$ cat config.mk
export PLATFORM = sky130hd
export DESIGN_NAME = hbi_csr_top
export DESIGN_NICKNAME = d
export VERILOG_FILES = /design/src/rtl/hbi_csr_pkg.sv /design/src/rtl/hbi_ctl_reg.sv /design/src/rtl/hbi_evt_pend.sv /design/src/rtl/hbi_cmd_sel.sv /design/src/rtl/hbi_csr_top.sv
export SDC_FILE = /design/constraint.sdc
export NUM_CORES = 1
export LEC_CHECK = 0
export CORE_MARGIN = 2
export CORE_UTILIZATION = 25
export CTS_CLUSTER_DIAMETER = 100
export DETAILED_ROUTE_END_ITERATION = 10
export PLACE_DENSITY = 0.63
export SYNTH_ARGS = -nofsm -noshare
export SYNTH_HDL_FRONTEND = slang
export SYNTH_SLANG_ARGS = --single-unit
$ cat constraint.sdc
create_clock -name clk -period 1.1 [get_ports clk]
set_input_delay 0.11 -clock clk [delete_from_list [all_inputs] [get_ports clk]]
set_output_delay 0.11 -clock clk [all_outputs]
set_load 0.02 [all_outputs]
$ cat src/rtl/hbi_csr_pkg.sv
package hbi_csr_pkg;
   localparam int CB_CAP_EN  = 0;
   localparam int CB_HOST_EN = 1;
   localparam int CB_IEN_LSB = 2;
   localparam int CB_RMD     = 8;
   localparam int CB_RST_SET = 9;
   localparam int CB_RST_CLR = 10;
   localparam int CTRL_W     = 11;
   localparam int MAX_EVT    = CB_RMD - CB_IEN_LSB;

   localparam int RA_CTRL = 0;
   localparam int RA_PEND = 1;

   typedef enum logic [3:0] {
      CMD_MEM_RD      = 4'b0110,
      CMD_MEM_RD_MULT = 4'b1100
   } bus_cmd_e;
endpackage

$ cat src/rtl/hbi_ctl_reg.sv
module hbi_ctl_reg
   import hbi_csr_pkg::*;
#(
   parameter int NUM_EVT = 6
) (
   input  logic               clk,
   input  logic               rst_n,
   input  logic               wr_ctrl,
   input  logic [CTRL_W-1:0]  wdata,
   output logic               cap_en,
   output logic               host_en,
   output logic [NUM_EVT-1:0] irq_en,
   output logic               rmd,
   output logic               core_rst
);
   always_ff @(posedge clk or negedge rst_n) begin
      if (!rst_n) begin
         cap_en  <= 1'b0;
         host_en <= 1'b0;
         irq_en  <= '0;
         rmd     <= 1'b0;
      end else if (wr_ctrl) begin
         cap_en  <= wdata[CB_CAP_EN];
         host_en <= wdata[CB_HOST_EN];
         irq_en  <= wdata[CB_IEN_LSB +: NUM_EVT];
         rmd     <= wdata[CB_RMD];
      end
   end

   // set command has priority over release when both arrive together
   always_ff @(posedge clk or negedge rst_n) begin
      if (!rst_n)
         core_rst <= 1'b1;
      else if (wr_ctrl && wdata[CB_RST_SET])
         core_rst <= 1'b1;
      else if (wr_ctrl && wdata[CB_RST_CLR])
         core_rst <= 1'b0;
   end
endmodule

$ cat src/rtl/hbi_evt_pend.sv
module hbi_evt_pend #(
   parameter int NUM_EVT = 6,
   parameter bit IRQ_REG = 1'b0
) (
   input  logic               clk,
   input  logic               rst_n,
   input  logic [NUM_EVT-1:0] evt_pulse,
   input  logic               clr_we,
   input  logic [NUM_EVT-1:0] clr_mask,
   input  logic [NUM_EVT-1:0] irq_en,
   output logic [NUM_EVT-1:0] pend,
   output logic               irq
);
   logic irq_raw;

   for (genvar g = 0; g < NUM_EVT; g++) begin : g_flag
      always_ff @(posedge clk or negedge rst_n) begin
         if (!rst_n)
            pend[g] <= 1'b0;
         else if (evt_pulse[g])
            pend[g] <= 1'b1;
         else if (clr_we && clr_mask[g])
            pend[g] <= 1'b0;
      end
   end

   assign irq_raw = |(pend & irq_en);

   if (IRQ_REG) begin : g_irq_ff
      always_ff @(posedge clk or negedge rst_n) begin
         if (!rst_n) irq <= 1'b0;
         else        irq <= irq_raw;
      end
   end else begin : g_irq_comb
      assign irq = irq_raw;
   end
endmodule

$ cat src/rtl/hbi_cmd_sel.sv
module hbi_cmd_sel
   import hbi_csr_pkg::*;
(
   input  logic       rd_is_dma,
   input  logic       rmd,
   output logic [3:0] rd_cmd
);
   bus_cmd_e cmd;
   always_comb begin
      if (rd_is_dma && !rmd) cmd = CMD_MEM_RD_MULT;
      else                   cmd = CMD_MEM_RD;
   end
   assign rd_cmd = cmd;
endmodule

$ cat src/rtl/hbi_csr_top.sv
module hbi_csr_top
   import hbi_csr_pkg::*;
#(
   parameter int DATA_W  = 32,
   parameter int ADDR_W  = 2,
   parameter int NUM_EVT = 6,
   parameter bit IRQ_REG = 1'b0
) (
   input  logic               clk,
   input  logic               rst_n,
   input  logic               reg_wr,
   input  logic [ADDR_W-1:0]  reg_addr,
   input  logic [DATA_W-1:0]  reg_wdata,
   output logic [DATA_W-1:0]  reg_rdata,
   input  logic [NUM_EVT-1:0] evt_pulse,
   input  logic               cap_req,
   output logic               cap_grant,
   input  logic               cmd_master_en,
   output logic               master_en,
   output logic               cpu_init_ok,
   input  logic               rd_is_dma,
   output logic [3:0]         rd_cmd,
   output logic               core_rst,
   output logic               irq
);
   if (DATA_W < CTRL_W) begin : g_chk_dw
      $error("hbi_csr_top: DATA_W too small for control word");
   end
   if (NUM_EVT < 1 || NUM_EVT > MAX_EVT) begin : g_chk_ne
      $error("hbi_csr_top: NUM_EVT out of range");
   end
   if (ADDR_W < 1) begin : g_chk_aw
      $error("hbi_csr_top: ADDR_W must be at least 1");
   end

   logic               cap_en_q, host_en_q, rmd_q;
   logic [NUM_EVT-1:0] irq_en_q, pend_q;
   logic               sel_ctrl, sel_pend;
   logic               unused_wdata;

   assign sel_ctrl = (reg_addr == ADDR_W'(RA_CTRL));
   assign sel_pend = (reg_addr == ADDR_W'(RA_PEND));
   assign unused_wdata = ^reg_wdata[DATA_W-1:CTRL_W];

   hbi_ctl_reg #(.NUM_EVT(NUM_EVT)) u_ctl (
      .clk      (clk),
      .rst_n    (rst_n),
      .wr_ctrl  (reg_wr && sel_ctrl),
      .wdata    (reg_wdata[CTRL_W-1:0]),
      .cap_en   (cap_en_q),
      .host_en  (host_en_q),
      .irq_en   (irq_en_q),
      .rmd      (rmd_q),
      .core_rst (core_rst)
   );

   hbi_evt_pend #(.NUM_EVT(NUM_EVT), .IRQ_REG(IRQ_REG)) u_pend (
      .clk       (clk),
      .rst_n     (rst_n),
      .evt_pulse (evt_pulse),
      .clr_we    (reg_wr && sel_pend),
      .clr_mask  (reg_wdata[CB_IEN_LSB +: NUM_EVT]),
      .irq_en    (irq_en_q),
      .pend      (pend_q),
      .irq       (irq)
   );

   hbi_cmd_sel u_cmd (
      .rd_is_dma (rd_is_dma),
      .rmd       (rmd_q),
      .rd_cmd    (rd_cmd)
   );

   assign cap_grant   = cap_req && cap_en_q;
   assign master_en   = host_en_q;
   assign cpu_init_ok = host_en_q && cmd_master_en;

   always_comb begin
      reg_rdata = '0;
      if (sel_ctrl) begin
         reg_rdata[CB_CAP_EN]               = cap_en_q;
         reg_rdata[CB_HOST_EN]              = host_en_q;
         reg_rdata[CB_IEN_LSB +: NUM_EVT]   = irq_en_q;
         reg_rdata[CB_RMD]                  = rmd_q;
      end else if (sel_pend) begin
         reg_rdata[CB_IEN_LSB +: NUM_EVT]   = pend_q;
      end
   end
endmodule

* Word-level counts from Yosys, hierarchy flattened *
Cells that the tools add are included.

cells by class
  shift operators = 0
  divide/modulo/power cells = 0
  multiply operators = 0
  bitwise gates (word level) = 1
  mux-type cells = 19
  reductions and logical operators = 23
  order comparisons = 0
  eq/ne operators = 1
  add/subtract/negate cells = 0

operators with widths
  cell                count
  $mux 1              15
  $reduce_bool 2->1   7
  $logic_and 1x1->1   13
  $mux 6              2
  $and 6x6->6         1
  $reduce_or 6->1     1
  $mux 4              1
  $eq 2x1->1 const B  1
  $logic_not 2->1     1
  $mux 2              1
  $logic_not 1->1     1

word-level totals
  memories kept = 0
  ROM bits = 0
  memory bits (writable) = 0
  input port bits = 46
  logic and storage cells = 55
  output and inout port bits = 41
  latch bits = 0
  bits in registers = 16

* Logic depth before layout (Yosys ltp) *
Gate-level depths: netlist of run 1.

  depth in word-level cells = 5
  gate-level depth with buffers = 4
  gate-level depth less buffers = 2

* Cells and area by module *
Synthesis of run 1 repeated with hierarchy kept, for this count alone.

unflattened totals
  cells, all modules = 96
  area, all modules = 1,026.0 um2

modules (own cells, without submodules)
  module        sequential area each (um2)  cells each  times used  area each (um2)
  hbi_ctl_reg   251.5                       22          1           409.1
  hbi_csr_top   0.0                         46          1           336.6
  hbi_evt_pend  150.1                       22          1           245.2
  hbi_cmd_sel   0.0                         6           1           35.0

* Least setup slack after synthesis of run 1 *
No wires, ideal clock.

  path type = input port to flip-flop
  from = in reg_addr[0]
  to = reg u_ctl.cap_en
  data required time = 975 ps
  data arrival time = 892 ps
  buffers on the path = 2
  setup slack = 83 ps
  library setup time = 125 ps
  cell stages on the path = 4
  cell sequence = buf_6 -> nor3b_2 -> buf_6 -> mux2_2

on the way
  longest elaborated chain between the ends = 2

RTL lines
  element               RTL line           RTL
  start, declared       hbi_csr_top.sv:12  input logic [ADDR_W-1:0] reg_addr,
  $logic_not 2->1       hbi_csr_top.sv:41  assign sel_ctrl = (reg_addr == ADDR_W'(RA_CTRL));
  $logic_and 1x1->1     hbi_csr_top.sv:48  .wr_ctrl (reg_wr && sel_ctrl),
  end signal, assigned  hbi_ctl_reg.sv:23  cap_en <= wdata[CB_CAP_EN];
  end, declared         hbi_ctl_reg.sv:10  output logic cap_en,

No other way between the ends.
A chain may end at the register's enable or synchronous reset.

* Worst setup path after layout of run 1 *
  from = reg u_pend.pend[3]
  to = out irq

on the way
  longest elaborated chain between the ends = 2

RTL lines
  element                          RTL line            RTL
  start, declared                  hbi_evt_pend.sv:11  output logic [NUM_EVT-1:0] pend,
  start signal, assigned by index  hbi_evt_pend.sv:19  pend[g] <= 1'b0;
  start signal, assigned by index  hbi_evt_pend.sv:21  pend[g] <= 1'b1;
  start signal, assigned by index  hbi_evt_pend.sv:23  pend[g] <= 1'b0;
  $and 6x6->6                      hbi_evt_pend.sv:27  assign irq_raw = |(pend & irq_en);
  $reduce_or 6->1                  hbi_evt_pend.sv:27
  end, declared                    hbi_csr_top.sv:24   output logic irq

No other way between the ends.

==> impl_metrics.ini, run 1 <==
[synth]
postSynthAreaPerCell_sq_um = 9.97
synth_edf_count = 0
yosys.area.top_type = dfrtp_1
synthArstFlopShare_pct = 100
ys_top_cells_by_area = dfrtp_1, buf_4, mux2_2
synth-seq-cells = 16
synthFlopType = dfrtp_1
ys_types = 19
ys_warn_count = 0
synthDominantCellAreaShare_pct = 36.9
syn_area_sq_um = 1020
ys_seq_area_share_pct = 39.5
netlist_instances = 102

[power]
p_leak_nw = 0.741
swShare_pct = 31.4
p_per_area_nw_per_um2 = 1190
ir_drop_uv = 773
p_switching_mw = 0.570
clkPwrFrac_pct = 24.7
combPwrFrac_pct = 34.6
intPower_mw = 1.25
p_seq_share_pct = 40.7

[final_layout]
area_growth_pct = 49.8
layout_commonest_cell = conb_1
finalInstanceArea_sq_um = 1520
antenna_cells = 0
instances_no_fill = 210
mostFrequentLayoutCells = conb_1, buf_4, clkdlybuf4s50_1
drive_gt1_share_pct = 37.5
nNetsFinal = 207
fill_cells = 427
utilization_pct = 38.4

[clock_tree]
tritoncts = yes
cts_max_level = 1
cts_sinks = 16
clkTransAtPathRegs_ns = 0.06
root_buffer = clkbuf_8
clk_latency_ns = 0.25
cts_made_buffers = 3
hold_buffers = 0
clockBufferDepth = 2

[detailed_routing]
drtIter0Drc = 5
postRouteAntennaNets = 0
wl_per_cell_um = 11.3
vias = 834
drt-total-wl_mm = 2.38
drc_errors = 0
first_pass_iters = 4
via_per_inst = 3.97

[global_routing]
grt_pass1_wl_mm = 3.83
antenna_found_initial = 0
track_usage_pct = 11.4
grt_pass1_vias = 797
grt-ovfl-total = 0
grt_max_degree = 17

[floorplanning]
fp-row-count = 23
ioPinCount = 87
die_h_um = 67.8
die_area_sq_um = 4590
initial_core_util_pct = 25.6
core_sq_um = 3970
die_w_um = 67.8

[timing]
finalHoldViolCount = 0
skew_ns = 0
period_share_pct = 110
whs_ns = 0.175
report.final.setup_viol = 7
rsz0062_at_grt = yes
setup_ws_ns = -0.114
fin_crit_ns = 1.21
max_freq_mhz = 824
maxSlewViolCount = 0

[critical_path]
cp-end-kind = output pin
cp.arrival_ns = 1.10
crit_type = register to output pin
cp.required_ns = 0.99
critical_path.max_fanout = 3
start_kind = register

[placed_design]
dp.cells = 198
postPlaceCellArea_sq_um = 1430
place_congestion = 0.783
port_buffers = 40
place_hpwl_mm = 1.79

[outcome]
violations = negative setup slack
run_status = finished with violations

[run]
cap_violations = 0

[worst_hold_path]
hold_path.class = input pin to async pin
## path summary, 6_finish.rpt
kind                                    to  slack (ns)            from  cells after the start
setup / recovery                       irq       -0.11  u_pend.pend[3]                      3
hold / removal             u_ctl.irq_en[0]        0.17           rst_n                      2
setup reg to reg            u_pend.pend[5]        0.08  u_pend.pend[5]                      5
hold reg to reg                  u_ctl.rmd        0.53       u_ctl.rmd                      1
max in group asynchronous   u_ctl.core_rst        0.67           rst_n                      2
min in group clk            u_ctl.core_rst        0.38          reg_wr                      3
## power groups by stage
stage	Combinational (mW)	Sequential (mW)	Clock (mW)
floorplan	0.386	0.742	0
global placement	0.606	0.735	0
detailed placement	0.615	0.741	0
CTS	0.578	0.733	0.462
global route	0.689	0.754	0.485
finish	0.628	0.739	0.449
## logic make-up (layout without fill, tap and decap cells)
| kind of cell | count (synthesis) | after routing | synth area share (%) |
|---|---|---|---|
| AO/OA/AOI/OAI | 10 | 10 | 6.89 |
| multiplexers | 15 | 15 | 15.9 |
| flip-flops | 16 | 16 | 39.5 |
| AND/OR/NAND/NOR | 23 | 23 | 12.3 |
| buffers and inverters | 36 | 71 | 24.7 |
| other | 2 | 25 | 0.738 |
## critical path, cell delays in order (launching register included)
cell and delay, ns:
dfrtp_1 0.41, a22oi_2 0.20, nand3_2 0.10, buf_6 0.14
## flip-flops by register name (all words and copies together), names as in the netlist
register        flops
u_ctl.rmd           1
u_ctl.irq_en        6
u_pend.pend         6
u_ctl.core_rst      1
u_ctl.host_en       1
u_ctl.cap_en        1
## stage by stage
step	worst slack, ns	total power [mW]	setup TNS [ns]
6_report	-0.114	1.82	-0.195
5_1_grt	-0.172	1.93	-0.709
4_1_cts	-0.132	1.77	-0.234
3_5_place_dp	-0.646	1.36	-13.98
3_3_place_gp	-0.616	1.34	-13.62
2_1_floorplan	0.0829	1.13	0
## synthesized netlist by cell type, types with 2 or more instances
library cell,instances
buf_4,25
conb_1,2
buf_6,3
inv_1,7
nor2_1,13
and2_1,5
mux2_2,9
a31oi_1,6
mux2i_1,6
a22oi_1,3
dfrtp_1,15
## what timing repair did
item	in CTS	in global routing
buffers inserted	5	2
pin swaps	1	1
endpoints found under the hold margin	0	0
cloned	1	0
gates resized for setup	73	17
setup endpoints to repair	32	16
## metal layers
| metal | up-vias | global-route usage [%] | share of wire (%) |
|---|---|---|---|
| li1 | 400 | - | - |
| met1 | 387 | 12.9 | 37 |
| met2 | 45 | 20.2 | 53 |
| met3 | 2 | 4.33 | 9.2 |
| met4 | 0 | 2.25 | 0.46 |
| met5 | - | 0 | 0 |
## area by class of cell
cell class	count	area, sq um	area share, %
Inverter	7	26.3	1.72
Clock buffer	4	45.0	2.96
Timing Repair Buffer	60	495	32.5
Tap cell	50	62.6	4.11
Multi-Input combinational cell	73	493	32.3
Sequential cell	16	402	26.4
No activity file was read; power rests on OpenSTA's default activity.
==> inputs of run 2 (changes only) <==
==> constraint.sdc (replaced) <==
create_clock -name clk -period 1.4 [get_ports clk]
set_input_delay 0.14 -clock clk [delete_from_list [all_inputs] [get_ports clk]]
set_output_delay 0.14 -clock clk [all_outputs]
set_load 0.02 [all_outputs]
==> impl_metrics.ini, run 2 (same netlist as run 1, synthesis figures left out) <==
[outcome]
run_status = finished, final reports clean

[floorplanning]
die_h_um = 67.8
die_w_um = 67.8
fp-row-count = 23
core_sq_um = 3970
die_area_sq_um = 4590
initial_core_util_pct = 25.6
ioPinCount = 87

[global_routing]
grt_max_degree = 17
antenna_found_initial = 0
grt-ovfl-total = 0
grt_pass1_vias = 728
grt_pass1_wl_mm = 3.33
track_usage_pct = 10.0

[timing]
rsz0062_at_grt = no
report.final.setup_viol = 0
fin_setup_tns_ns = 0
max_freq_mhz = 755
maxSlewViolCount = 0
finalHoldViolCount = 0
period_share_pct = 94.6
skew_ns = 0
fin_crit_ns = 1.32

[critical_path]
cp.arrival_ns = 1.18
critical_path.max_fanout = 3
r2r-start = u_ctl.irq_en[2]
cp-end-kind = output pin
slowest_delay_ns = 0.41
reg2reg_to = u_ctl.irq_en[2]
cp_slowest_cell = dfrtp_1
path_buf_inv = 1
ff2ff_setup_slack_ns = 0.61
crit_family = flip-flops
crit_type = register to output pin
crit_chain = mux2i_1 -> nor2_1 -> dlygate4sd2_1
r2r_cells = 1
cp.required_ns = 1.26
start_kind = register

[final_layout]
mostFrequentLayoutCells = conb_1, clkdlybuf4s50_1, dfrtp_1
fill_cells = 415
top_regs = u_ctl.irq_en: 6 flops, u_pend.pend: 6 flops
seq_area_sq_um = 402
finalInstanceArea_sq_um = 1440
nNetsFinal = 194
antenna_cells = 0
drive_gt1_share_pct = 21.8
area_growth_pct = 41.6
multiInputGateArea_sq_um = 463
utilization_pct = 36.3
layout_commonest_cell = conb_1
instances_no_fill = 197

[clock_tree]
clk_latency_ns = 0.25
clkTransAtPathRegs_ns = 0.06
hold_buffers = 0
clockBufferDepth = 2
cts_max_level = 1
tritoncts = yes
cts_made_buffers = 3
root_buffer = clkbuf_8
cts_sinks = 16

[power]
p_per_area_nw_per_um2 = 985
swShare_pct = 30.5
total_power_mw = 1.42
p_leak_nw = 0.693
combPwrFrac_pct = 30.8
ir_drop_uv = 634
p_seq_share_pct = 40.5
intPower_mw = 0.986
clkPwrFrac_pct = 28.7
p_switching_mw = 0.433

[worst_hold_path]
hold_path.class = input pin to async pin

[detailed_routing]
first_pass_iters = 3
drt-total-wl_mm = 2.27
postRouteAntennaNets = 0
wl_per_cell_um = 11.5
vias = 774
drtIter0Drc = 8
via_per_inst = 3.93
drc_errors = 0

[placed_design]
dp.cells = 192
postPlaceCellArea_sq_um = 1390
place_congestion = 0.771
place_hpwl_mm = 1.81
port_buffers = 40

[run]
cap_violations = 0
## run 2: cell count changes in the layout (fill, tap and decap cells not counted), sizes merged
cell / before / now
buf: 36 / 11
clkbuf: 5 / 4
clkdlybuf4s15: 0 / 2
dlygate4sd2: 2 / 11
clkdlybuf4s50: 21 / 22
dlymetal6s2s: 0 / 1
## run 2: layout make-up
| type | count | area share (%) |
|---|---|---|
| multi-input combinational | 73 | 32.1 |
| timing repair buffer | 47 | 30.0 |
| sequential | 16 | 27.9 |
| tap | 50 | 4.34 |
| clock buffer | 4 | 3.82 |
| inverter | 7 | 1.82 |
## run 2: what timing repair did
action | 4_1_cts | 5_1_grt
resized for setup | 37 | 3
gates cloned | 1 | 0
buffers inserted | 0 | 0
setup endpoints to repair | 24 | 2
## run 2: worst max-delay path by stage
stage                         endpoint           start  cells after the start  slack (ns)
after CTS                    master_en   u_ctl.host_en                      1        0.01
after detailed placement  reg_rdata[0]     reg_addr[0]                      5       -0.45
after global routing      reg_rdata[5]  u_pend.pend[3]                      3       0.002
final                     reg_rdata[5]  u_pend.pend[3]                      3        0.08
after floorplan           u_ctl.cap_en     reg_addr[0]                      4        0.35
after global placement    reg_rdata[1]     reg_addr[0]                      5       -0.39
## run 2: stage by stage
| step | hold slack, ns | setup WS, ns |
|---|---|---|
| 2_1_floorplan | -0.156 | 0.353 |
| 3_3_place_gp | 0.479 | -0.390 |
| 3_5_place_dp | 0.493 | -0.450 |
| 4_1_cts | 0.223 | 0.0146 |
| 5_1_grt | 0.243 | 0.00234 |
| 6_report | 0.217 | 0.0759 |
## run 2: layer usage
layer	wire length, um	vias up	GRT usage (%)
met2	1230	33	19.2
met3	160	2	3.00
met5	0	-	0
met4	17	0	3.00
li1	-	373	-
met1	866	366	10.3
## run 2: power groups by stage
| stage | clock network [mW] | logic (mW) | registers (mW) |
|---|---|---|---|
| 2_1_floorplan | 0 | 0.303 | 0.583 |
| 3_3_place_gp | 0 | 0.461 | 0.578 |
| 3_5_place_dp | 0 | 0.468 | 0.582 |
| 4_1_cts | 0.426 | 0.442 | 0.573 |
| 5_1_grt | 0.449 | 0.477 | 0.584 |
| 6_report | 0.407 | 0.437 | 0.574 |
==> inputs of run 3 (changes only) <==
--- a/config.mk
+++ b/config.mk
@@ -9,7 +9,7 @@
 export CORE_UTILIZATION = 25
 export CTS_CLUSTER_DIAMETER = 100
 export DETAILED_ROUTE_END_ITERATION = 10
-export PLACE_DENSITY = 0.63
+export PLACE_DENSITY = 0.65
 export SYNTH_ARGS = -nofsm -noshare
 export SYNTH_HDL_FRONTEND = slang
 export SYNTH_SLANG_ARGS = --single-unit
==> constraint.sdc (replaced) <==
create_clock -name clk -period 1.2 [get_ports clk]
set_input_delay 0.12 -clock clk [delete_from_list [all_inputs] [get_ports clk]]
set_output_delay 0.12 -clock clk [all_outputs]
set_load 0.02 [all_outputs]
==> impl_metrics.ini, run 3 (same netlist as run 1, synthesis figures left out) <==
[power]
ir_drop_uv = 737
p_seq_share_pct = 41.5
p_switching_mw = 0.508
p_leak_nw = 0.722
total_power_mw = 1.62
p_per_area_nw_per_um2 = 1090
clkPwrFrac_pct = 25.6
intPower_mw = 1.11
swShare_pct = 31.3
combPwrFrac_pct = 33.0

[floorplanning]
die_w_um = 67.8
fp-row-count = 23
die_area_sq_um = 4590
die_h_um = 67.8
initial_core_util_pct = 25.6
ioPinCount = 87
core_sq_um = 3970

[placed_design]
dp.cells = 197
port_buffers = 40
place_congestion = 0.723
place_hpwl_mm = 1.61

[detailed_routing]
via_per_inst = 3.81
postRouteAntennaNets = 0
drtIter0Drc = 21
drt-total-wl_mm = 2.08
first_pass_iters = 4
drc_errors = 0
wl_per_cell_um = 10.3
vias = 769

[outcome]
violations = negative setup slack
run_status = finished with violations

[final_layout]
instances_no_fill = 202
mostFrequentLayoutCells = conb_1, clkdlybuf4s50_1, dfrtp_1
nNetsFinal = 199
antenna_cells = 0
area_growth_pct = 46.4
layout_commonest_cell = conb_1
drive_gt1_share_pct = 32.2
top_regs = u_ctl.irq_en: 6 flops, u_pend.pend: 6 flops

[critical_path]
r2r_cells = 3
cp-end-kind = output pin
cp.required_ns = 1.08
cp.arrival_ns = 1.11
critical_path.max_fanout = 3
r2r-start = u_pend.pend[2]
crit_type = register to output pin
reg2reg_to = u_pend.pend[2]
ff2ff_setup_slack_ns = 0.40
start_kind = register

[timing]
whs_ns = 0.187
fin_setup_tns_ns = -0.0299
period_share_pct = 102
setup_ws_ns = -0.0299
skew_ns = 0
maxSlewViolCount = 0
rsz0062_at_grt = yes
fin_crit_ns = 1.23
report.final.setup_viol = 1
max_freq_mhz = 813
finalHoldViolCount = 0

[clock_tree]
cts_made_buffers = 3
clk_latency_ns = 0.24
cts_sinks = 16
clockBufferDepth = 2
cts_max_level = 1
clkTransAtPathRegs_ns = 0.06
tritoncts = yes
post_cts_buffers = 0
root_buffer = clkbuf_8

[global_routing]
grt_pass1_wl_mm = 3.20
track_usage_pct = 9.51
grt_max_degree = 17
antenna_found_initial = 0
grt-ovfl-total = 0
grt_pass1_vias = 688

[run]
cap_violations = 0

[worst_hold_path]
hold_path.class = input pin to async pin
-- run 3: changes by cell type in the layout (fill, tap and decap cells not counted), sizes merged --
cell	delta
bufbuf	+1
clkdlybuf4s15	-1
dlygate4sd2	-10
clkbuf	+3
buf	+13
clkdlybuf4s50	-1
-- run 3: per-stage QoR --
| stage | instance area [sq um] | util [%] | worst slack (ns) |
|---|---|---|---|
| floorplan | 1100 | - | 0.173 |
| global placement | 1440 | 36.2 | -0.525 |
| detailed placement | 1440 | 36.2 | -0.570 |
| CTS | 1510 | 37.9 | -0.0305 |
| global route | 1490 | 37.5 | -0.0638 |
| finish | 1490 | 37.5 | -0.0299 |
-- run 3: worst max-delay path, stage by stage (launching register included) --
cell and delay, ns:
dfrtp_1 0.40, a22oi_2 0.21, nand3_2 0.11, buf_6 0.14
-- run 3: worst max-delay path by stage --
stage	endpoint	cells after the start	from	slack (ns)
after floorplan	u_ctl.cap_en	4	reg_addr[0]	0.17
final	irq	3	u_pend.pend[3]	-0.03
after detailed placement	reg_rdata[1]	5	reg_addr[0]	-0.57
after global routing	irq	3	u_pend.pend[2]	-0.06
after CTS	irq	3	u_ctl.irq_en[1]	-0.03
after global placement	reg_rdata[1]	5	reg_addr[0]	-0.53
-- run 3: repair_timing --
item,4_1_cts,5_1_grt
hold buffers,0,0
resized for setup,66,12
cloned,1,0
pin swaps,2,4
endpoints found under the setup margin,25,16
-- run 3: power by group through the flow --
| stage | clock, mW | sequential (mW) | combinational (mW) |
|---|---|---|---|
| 2_1_floorplan | 0 | 0.681 | 0.354 |
| 3_3_place_gp | 0 | 0.676 | 0.551 |
| 3_5_place_dp | 0 | 0.677 | 0.556 |
| 4_1_cts | 0.424 | 0.674 | 0.548 |
| 5_1_grt | 0.451 | 0.685 | 0.581 |
| 6_report | 0.415 | 0.673 | 0.535 |
-- run 3: layout make-up --
| cell class | count | area, sq um |
|---|---|---|
| flip-flops and latches | 16 | 402 |
| clock buffers | 4 | 45.0 |
| repair buffers | 52 | 465 |
| fillers | 426 | 2480 |
| multi-input cells | 73 | 488 |
| inverters | 7 | 26.3 |
| well taps | 50 | 62.6 |
-- run 3: routing by layer --
| layer | vias to the layer above | track usage, % | wire length, um |
|---|---|---|---|
| met5 | - | 0 | 0 |
| met4 | 0 | 1.50 | 14 |
| met3 | 2 | 4.67 | 221 |
| met2 | 38 | 15.6 | 966 |
| met1 | 342 | 11.5 | 883 |
| li1 | 387 | - | - |
